File: src/rtl/rs_status_pkg.sv
package rs_status_pkg;
  localparam int unsigned FLD_W   = 6;
  localparam int unsigned WORD_W  = 32;
  localparam int unsigned B_PIE   = 0;
  localparam int unsigned B_EH    = 2;
  localparam int unsigned B_NMI   = 22;
  localparam int unsigned B_RSIE  = 23;

  // Packed order places every field at its architectural bit position.
  typedef struct packed {
    logic             rsie;
    logic             nmi;
    logic [FLD_W-1:0] prs;
    logic [FLD_W-1:0] crs;
    logic [FLD_W-1:0] il;
    logic             ih;
    logic             eh;
    logic             u;
    logic             pie;
  } status_t;

  localparam status_t STATUS_RST = '{rsie: 1'b1, default: '0};

  function automatic logic [WORD_W-1:0] pack_status(input status_t s);
    return {8'h00, s};
  endfunction
endpackage

File: src/rtl/rs_word_mask.sv
module rs_word_mask
  import rs_status_pkg::*;
#(
  parameter int SET_W    = 2,
  parameter bit HAS_RSIE = 1'b1
) (
  input  logic [WORD_W-1:0] word,
  output status_t           fields
);
  localparam logic [FLD_W-1:0] SMASK = FLD_W'((1 << SET_W) - 1);

  status_t raw;
  assign raw = status_t'(word[23:0]);

  always_comb begin
    fields      = raw;
    fields.prs  = raw.prs & SMASK;
    fields.crs  = raw.crs & SMASK;
    fields.rsie = HAS_RSIE ? raw.rsie : 1'b1;
  end
endmodule

File: src/rtl/rs_irq_gate.sv
module rs_irq_gate
  import rs_status_pkg::*;
(
  input  logic             clk,
  input  logic             rst,
  input  status_t          st,
  input  logic             req,
  input  logic [FLD_W-1:0] level,
  input  logic [FLD_W-1:0] tgt,
  input  logic             nmi,
  input  logic             blocked,
  output logic             take
);
  logic set_ok;
  logic lvl_ok;

  assign set_ok = st.rsie | (tgt != st.crs);
  assign lvl_ok = nmi | (st.pie & (level > st.il));
  assign take   = req & ~blocked & set_ok & lvl_ok;

  a_r7_level_gate: assert property (@(posedge clk) disable iff (rst)
    (take && !nmi) |-> (st.pie && level > st.il));
  a_r8_same_set_block: assert property (@(posedge clk) disable iff (rst)
    (take && !st.rsie) |-> (tgt != st.crs));
  a_r12_no_take_when_blocked: assert property (@(posedge clk) disable iff (rst)
    blocked |-> !take);
endmodule

File: src/rtl/rs_status_core.sv
module rs_status_core
  import rs_status_pkg::*;
#(
  parameter int SET_W   = 2,
  parameter bit HAS_MMU = 1'b0
) (
  input  logic              clk,
  input  logic              rst,
  input  logic              sw_we,
  input  status_t           sw_fields,
  input  logic              ret_valid,
  input  status_t           ret_fields,
  input  logic              exc_valid,
  input  logic              exc_break,
  input  logic              irq_take,
  input  logic [FLD_W-1:0]  irq_set,
  input  logic              irq_nmi,
  output status_t           st_q,
  output logic [WORD_W-1:0] saved_q,
  output logic              saved_we_q
);
  localparam logic [FLD_W-1:0] SMASK = FLD_W'((1 << SET_W) - 1);

  status_t           st_d;
  status_t           snap;
  logic [WORD_W-1:0] saved_d;
  logic              saved_we_d;
  logic              entry;
  logic              is_brk;
  logic              save_ctx;

  assign entry    = ~ret_valid & (exc_valid | irq_take);
  assign is_brk   = exc_valid & exc_break;
  assign save_ctx = entry & (~HAS_MMU | is_brk | ~st_q.eh);

  always_comb begin
    snap     = st_q;
    snap.prs = st_q.crs;
  end

  always_comb begin
    st_d       = st_q;
    saved_d    = saved_q;
    saved_we_d = 1'b0;
    if (ret_valid) begin
      st_d = ret_fields;
    end else if (entry) begin
      if (save_ctx) begin
        st_d.prs   = st_q.crs;
        saved_d    = pack_status(snap);
        saved_we_d = 1'b1;
      end
      if (exc_valid) begin
        st_d.crs = '0;
      end else begin
        st_d.crs = irq_set & SMASK;
        st_d.pie = 1'b0;
        if (irq_nmi) st_d.nmi = 1'b1;
      end
    end else if (sw_we) begin
      st_d     = sw_fields;
      st_d.crs = st_q.crs;
    end
  end

  always_ff @(posedge clk) begin
    if (rst) begin
      st_q       <= STATUS_RST;
      saved_q    <= '0;
      saved_we_q <= 1'b0;
    end else begin
      st_q       <= st_d;
      saved_q    <= saved_d;
      saved_we_q <= saved_we_d;
    end
  end

  a_r3_crs_readonly: assert property (@(posedge clk) disable iff (rst)
    (sw_we && !ret_valid && !exc_valid && !irq_take) |=> $stable(st_q.crs));
  a_r6_exc_clears_crs: assert property (@(posedge clk) disable iff (rst)
    (exc_valid && !ret_valid) |=> (st_q.crs == '0));
  a_r4_prs_follows_crs: assert property (@(posedge clk) disable iff (rst)
    (save_ctx) |=> (saved_we_q && st_q.prs == $past(st_q.crs)));
  a_r10_nmi_sets_flag: assert property (@(posedge clk) disable iff (rst)
    (irq_take && irq_nmi && !ret_valid && !exc_valid) |=> st_q.nmi);
  a_r11_return_reload: assert property (@(posedge clk) disable iff (rst)
    ret_valid |=> (st_q == $past(ret_fields)));
  a_r9_target_loaded: assert property (@(posedge clk) disable iff (rst)
    (irq_take && !ret_valid && !exc_valid) |=> (st_q.crs == $past(irq_set & SMASK) && !st_q.pie));
endmodule

File: src/rtl/rs_status_ctl.sv
module rs_status_ctl
  import rs_status_pkg::*;
#(
  parameter int NUM_SETS = 4,
  parameter bit HAS_MMU  = 1'b0,
  parameter bit HAS_RSIE = 1'b1,
  parameter int SET_W    = (NUM_SETS > 1) ? $clog2(NUM_SETS) : 1
) (
  input  logic              clk,
  input  logic              rst,
  input  logic              sw_we,
  input  logic [31:0]       sw_wdata,
  input  logic              ret_valid,
  input  logic [31:0]       ret_word,
  input  logic              exc_valid,
  input  logic              exc_break,
  input  logic              irq_req,
  input  logic [5:0]        irq_level,
  input  logic [5:0]        irq_set,
  input  logic              irq_nmi,
  output logic              irq_accept,
  output logic [31:0]       status_rd,
  output logic [SET_W-1:0]  cur_set,
  output logic [SET_W-1:0]  prev_set,
  output logic [31:0]       saved_status,
  output logic              saved_we
);
  status_t sw_fields;
  status_t ret_fields;
  status_t st_q;
  logic    take;

  rs_word_mask #(.SET_W(SET_W), .HAS_RSIE(HAS_RSIE)) u_sw_mask (
    .word(sw_wdata), .fields(sw_fields));

  rs_word_mask #(.SET_W(SET_W), .HAS_RSIE(HAS_RSIE)) u_ret_mask (
    .word(ret_word), .fields(ret_fields));

  rs_irq_gate u_gate (
    .clk(clk), .rst(rst), .st(st_q), .req(irq_req), .level(irq_level),
    .tgt(irq_set), .nmi(irq_nmi), .blocked(ret_valid | exc_valid), .take(take));

  rs_status_core #(.SET_W(SET_W), .HAS_MMU(HAS_MMU)) u_core (
    .clk(clk), .rst(rst), .sw_we(sw_we), .sw_fields(sw_fields),
    .ret_valid(ret_valid), .ret_fields(ret_fields), .exc_valid(exc_valid),
    .exc_break(exc_break), .irq_take(take), .irq_set(irq_set),
    .irq_nmi(irq_nmi), .st_q(st_q), .saved_q(saved_status),
    .saved_we_q(saved_we));

  assign irq_accept = take;
  assign status_rd  = pack_status(st_q);
  assign cur_set    = st_q.crs[SET_W-1:0];
  assign prev_set   = st_q.prs[SET_W-1:0];

  initial begin
    a_r2_set_count: assert (NUM_SETS >= 1 && NUM_SETS <= 64);
  end
endmodule

File: config.mk
export PLATFORM = sky130hd
export DESIGN_NAME = rs_status_ctl
export DESIGN_NICKNAME = d
export VERILOG_FILES = /design/src/rtl/rs_status_pkg.sv /design/src/rtl/rs_word_mask.sv /design/src/rtl/rs_irq_gate.sv /design/src/rtl/rs_status_core.sv /design/src/rtl/rs_status_ctl.sv
export SDC_FILE = /design/constraint.sdc
export NUM_CORES = 1
export LEC_CHECK = 0
export CAP_MARGIN = 20
export CORE_ASPECT_RATIO = 0.9
export CORE_MARGIN = 5
export CORE_UTILIZATION = 34
export CTS_CLUSTER_DIAMETER = 80
export DETAILED_ROUTE_END_ITERATION = 10
export HOLD_SLACK_MARGIN = 0.12
export PLACE_DENSITY = 0.83
export SLEW_MARGIN = 30
export SYNTH_ARGS = -nofsm -noshare
export SYNTH_HDL_FRONTEND = slang
export SYNTH_SLANG_ARGS = --single-unit
File: constraint.sdc
create_clock -name clk -period 2.7 [get_ports clk]
set_input_delay 0.54 -clock clk [delete_from_list [all_inputs] [get_ports clk]]
set_output_delay 0.54 -clock clk [all_outputs]
set_load 0.005 [all_outputs]
Word-level counts from Yosys, hierarchy flattened
Index checks and enable logic that the tools add are counted.
W data, S select, Z words.

operators by class
  bitwise operators = 11
  $lt $le $gt $ge = 1
  reduce and logical (&&, ||, !) cells = 9
  equal/unequal tests = 4
  muxes and demuxes = 11

operators with widths
  operator              count
  $mux W24              2
  $mux W13              1
  $mux W9               1
  $gt A6 B6 Y1          1
  $mux W1               6
  $ne A3 B3 Y1 const B  2
  $ne A6 B6 Y1          1
  $reduce_and A2 Y1     3
  $reduce_bool A2 Y1    3
  $and A1 B1 Y1         5
  $or A1 B1 Y1          4
  $reduce_and A3 Y1     1
  $reduce_bool A3 Y1    1
  $mux W2               1
  $ne A2 B2 Y1 const B  1
  $not A1 Y1            2
  $reduce_or A2 Y1      1

word-level totals
  flip-flop bits (word level) = 49
  output and inout bits = 70
  input bits = 84

Depth between registers and ports, before layout
  word-level depth = 9
  depth in mapped cells = 9
  depth with buffers taken out = 8

Cells and area by module
Synthesis repeated with hierarchy kept, for this count alone.

second synthesis, totals
  cells, all modules = 326
  area, all modules = 2,677.6 µm²

by module, submodules not included
  module          area an instance (µm²)  times used  cells an instance
  rs_status_core  1,968.1                 1           230
  rs_word_mask    183.9                   2           25
  rs_irq_gate     241.5                   1           32
  rs_status_ctl   100.1                   1           14

Worst setup path before layout
OpenSTA, ideal clock, no wires.

  path type = input to register
  from = input port irq_level[5]
  to = register u_core.saved_q[0]
  cell stages on the path = 8
  setup slack = 0.309 ns
  required time = 2.572 ns
  arrival time = 2.263 ns
  setup time = 0.128 ns
  cells stage by stage = ha_1 -> nand4_1 -> o21bai_1 -> and3_1 -> nor4_2 -> buf_6 -> mux2i_1 -> nor2_1

between the ends
  word-level cells in the longest chain between the ends = 7

RTL lines
  element                             RTL line              text
  start, declared                     rs_status_ctl.sv:18   input logic [5:0] irq_level,
  $gt A6 B6 Y1                        rs_irq_gate.sv:18     assign lvl_ok = nmi | (st.pie & (level > st.il));
  $and A1 B1 Y1                       rs_irq_gate.sv:18
  $or A1 B1 Y1                        rs_irq_gate.sv:18
  $and A1 B1 Y1                       rs_irq_gate.sv:19     assign take = req & ~blocked & set_ok & lvl_ok;
  $or A1 B1 Y1                        rs_status_core.sv:32  assign entry = ~ret_valid & (exc_valid | irq_take);
  $and A1 B1 Y1                       rs_status_core.sv:32
  $reduce_and A2 Y1 (no source line)  -
  end signal, assigned                rs_status_core.sv:73  saved_q <= saved_d;
  end, declared                       rs_status_core.sv:19  output logic [WORD_W-1:0] saved_q,

Every way passes these cells.
A chain may end at the register's enable or synchronous reset.

Worst setup path after layout
  from = input port irq_level[3]
  to = register, netlist name u_core.st_q[0]

between the ends
  word-level cells in the longest chain between the ends = 8

RTL lines
  element                                                                RTL line
  $gt A6 B6 Y1 (*)                                                       rs_irq_gate.sv:18
  $and A1 B1 Y1 (*)                                                      rs_irq_gate.sv:18
  $or A1 B1 Y1 (*)                                                       rs_irq_gate.sv:18
  $and A1 B1 Y1 (*)                                                      rs_irq_gate.sv:19
  $or A1 B1 Y1 (*)                                                       rs_status_core.sv:32
  $and A1 B1 Y1 (*)                                                      rs_status_core.sv:32
  $ne A3 B3 Y1 (no source line), or another cell as far along            -
  $reduce_and A2 Y1 (no source line) / $mux W24 (equally long branches)  -

Mark *: on every way between the ends. The rest lies on a longest branch, timed or not.

==> impl_metrics.env <==
export IMPL_ctsHoldBuffers=0
export IMPL_cts_root_buffer="clkbuf_8"
export IMPL_final_cell_count_no_fill=380
export IMPL_detail_route_antenna_nets=0
export IMPL_synth_edf_count=0
export IMPL_outcome="finished, final reports clean"
export IMPL_cts_buffers=5
export IMPL_hold_depth=2
export IMPL_final_period_utilization=0.986
export IMPL_fin_setup_tns_ns=0
export IMPL_clock_path_buffers=2
export IMPL_endpoint_kind="flip-flop"
export IMPL_timing_reg2reg_worst_path_depth=15
export IMPL_die_width_microns=90.2
export IMPL_floorplan_die_area_sq_um=7420
export IMPL_total_leakage_power_nw=1.30
export IMPL_crit_path_max_fanout=2
export IMPL_nFillCells=515
export IMPL_global_route_overflow_total=0
export IMPL_via_count_of_the_first_global_routing_pass=1753
export IMPL_timing_max_cap_violations=0
export IMPL_wl_per_cell_microns=14.6
export IMPL_share_of_the_synthesized_area_in_the_top_cell_type=0.315
export IMPL_first_pass_grt_wire_length_microns=8450
export IMPL_core_region_sq_um=5660
export IMPL_seqCellArea_sq_um=621
export IMPL_slew_violations=0
export IMPL_diodes=0
export IMPL_vdd_ir_drop_worst_v=0.000224
export IMPL_final_setup_worst_slack_ns=0.0382
export IMPL_final_hold_viol_count=0
export IMPL_synth_area_leaders="dfxtp_1 32%, buf_4 15%, mux2i_1 12%, a211oi_2 5.7%, ha_1 3.8%"
export IMPL_setup_repair_after_global_routing_missed_its_margin="true"
export IMPL_dominantRegCellSynth="dfxtp_1"
export IMPL_cts_tree="yes"
export IMPL_fmaxAchievable_mhz=376
export IMPL_critical_path_startpoint_type="primary input"
export IMPL_groute_usage_overall=0.142
export IMPL_minimum_period_implied_by_the_final_worst_setup_slack_ns=2.66
export IMPL_drt_first_pass_iters=4
export IMPL_worstPathRequired_ns=2.84
export IMPL_syn_area_per_cell_sq_um=9.38
export IMPL_detailroute_via_count=1776
export IMPL_placedCellCount=366
export IMPL_wirelength_microns=5540
export IMPL_hold_path_class="reg -> reg"
export IMPL_post_synth_top_count_cell="buf_4"
export IMPL_clk_latency_ns=0.28
export IMPL_ys_seq_elements=31
export IMPL_layout_nets=400
export IMPL_ioPinCount=154
export IMPL_placement_setup_worst_slack_ns=-0.438
export IMPL_detailedPlacementHpwl_microns=4140
export IMPL_post_synth_most_frequent_cells="40 x buf_4, 31 x dfxtp_1, 23 x mux2i_1, 20 x nor2_1, 13 x inv_1"
export IMPL_h_tree_depth=2
export IMPL_worst_slew_margin_rel=0.629
export IMPL_rows=26
export IMPL_yosys_warnings=0
export IMPL_power_dens_cells_nw_per_um2=426
export IMPL_vias_per_cell=4.67
export IMPL_multi_input_area_sq_um=1110
export IMPL_die_h_microns=82.2
export IMPL_report_final_setup_viol=0
export IMPL_worst_clock_skew_on_the_final_layout_ns=0.00592
export IMPL_seq_area_frac_synth=0.315
export IMPL_share_of_layout_cells_above_drive_strength_1=0.187
export IMPL_syn_inst=210
export IMPL_netlist_cell_type_count=40
export IMPL_clkSlewWorstSetupHoldPaths_ns=0.06
export IMPL_initial_core_util=0.348
export IMPL_max_slew_worst_pin_slew_ns=0.555
export IMPL_mappedNetlistArea_sq_um=1970
export IMPL_gpl_final_weighted_congestion=0.771
export IMPL_buffer_ports_inserted=86
export IMPL_largest_net_degree_at_the_start_of_global_routing=31
export IMPL_share_of_synthesized_registers_carrying_an_async_set_or_reset=0
export IMPL_antenna_found_initial=0
export IMPL_cts_sinks=31
export IMPL_synth_top_area_cell="dfxtp_1"
export IMPL_areaGrowthSynthToFinish_pct=53.9
export IMPL_critical_path_arrival_ns=2.80
export IMPL_drt_initial_drc_count=67
export IMPL_drc_violations_left=0
export IMPL_timing_worst_setup_path_type="in -> reg"
power breakdown:
part | internal, mW | switching [mW] | total, mW
sequential | 0.490 | 0.0279 | 0.518
clock | 0.200 | 0.168 | 0.367
combinational | 0.242 | 0.164 | 0.407
total | 0.932 | 0.360 | 1.29
registers in the layout (all words and copies together) (netlist names):
register,count
u_core.st_q,16
u_core.saved_q,14
u_core.saved_we_q,1
layout by cell type, fill, tap and decap left out, types with 2 or more instances in the layout:
master / synthesis / routed
a22oi_1: 3 / 2
buf_2: 1 / 2
mux2i_1: 23 / 23
nand2_1: 4 / 4
nor2b_1: 2 / 2
ha_1: 6 / 5
clkbuf_8: 0 / 6
xor2_1: 2 / 2
nor2_1: 20 / 20
o21a_1: 2 / 2
dlymetal6s2s_1: 0 / 5
a221oi_2: 2 / 2
o31a_4: 2 / 2
a211oi_2: 9 / 9
a211oi_1: 3 / 3
nor3_1: 10 / 10
inv_1: 13 / 13
o21ai_0: 4 / 2
buf_4: 40 / 22
a221oi_1: 2 / 2
clkdlybuf4s50_1: 0 / 78
conb_1: 1 / 32
dfxtp_1: 31 / 31
a21oi_1: 8 / 7
layout make-up:
cell class | count | area share
clock buffers | 6 | 0.0272
flip-flops and latches | 31 | 0.205
multi-input cells | 149 | 0.365
repair buffers | 110 | 0.356
well taps | 70 | 0.0289
clock inverters | 1 | 0.00165
inverters | 13 | 0.0161
stage by stage:
stage | hold WS (ns) | instance area (sq um) | total power [mW] | utilization
after floorplan | 0.484 | 2090 | 0.742 | -
after detailed placement | 0.481 | 2820 | 0.906 | 0.498
final | 0.494 | 3030 | 1.29 | 0.536
after global routing | 0.517 | 3030 | 1.37 | 0.536
after CTS | 0.497 | 3010 | 1.30 | 0.531
after global placement | 0.473 | 2820 | 0.898 | 0.498
logic make-up (layout without fill, tap and decap cells):
family          after synthesis  in the layout  share of synthesized area
fa+ha+maj                     6              6                     0.0381
xor+xnor                      2              2                    0.00890
flops                        31             31                      0.315
simple gates                 46             46                      0.120
buf+inv                      61            130                      0.208
mux                          23             23                      0.117
compound gates               40             40                      0.191
other cells                   1             32                    0.00190
worst max-delay path, cell delays in order:
cell	delay, ns
clkdlybuf4s50_1	0.42
ha_1	0.30
nand4_1	0.11
o21bai_4	0.20
a21oi_2	0.15
o21ai_2	0.07
buf_4	0.13
buf_4	0.12
buf_4	0.12
buf_4	0.13
buf_4	0.12
buf_4	0.12
buf_4	0.12
a22oi_2	0.11
nor2_1	0.05
final timing paths:
check                                   endpoint                           start  slack, ns
setup / recovery     u_core.st_q[0]$_SDFFE_PP0P_                    irq_level[3]       0.04
hold / removal    u_core.saved_q[1]$_SDFFE_PP0P_  u_core.saved_q[1]$_SDFFE_PP0P_       0.49
setup reg to reg     u_core.st_q[0]$_SDFFE_PP0P_     u_core.st_q[9]$_SDFFE_PP0P_       0.26
hold reg to reg   u_core.saved_q[1]$_SDFFE_PP0P_  u_core.saved_q[1]$_SDFFE_PP0P_       0.49
repair_timing:
action | CTS | global route
setup buffers | 7 | 0
endpoints found under the setup margin | 25 | 16
pin swaps | 7 | 6
gates cloned | 1 | 0
resized for setup | 12 | 8
layer usage:
layer,GRT usage,vias up,part of all wire,routed length (microns)
li1,-,866,-,-
met1,0.171,842,0.43,2380
met2,0.250,66,0.50,2770
met3,0.0417,2,0.065,359
met4,0.0357,0,0.0040,22
met5,0,-,0,0
Power figures use the tool's default switching activity.
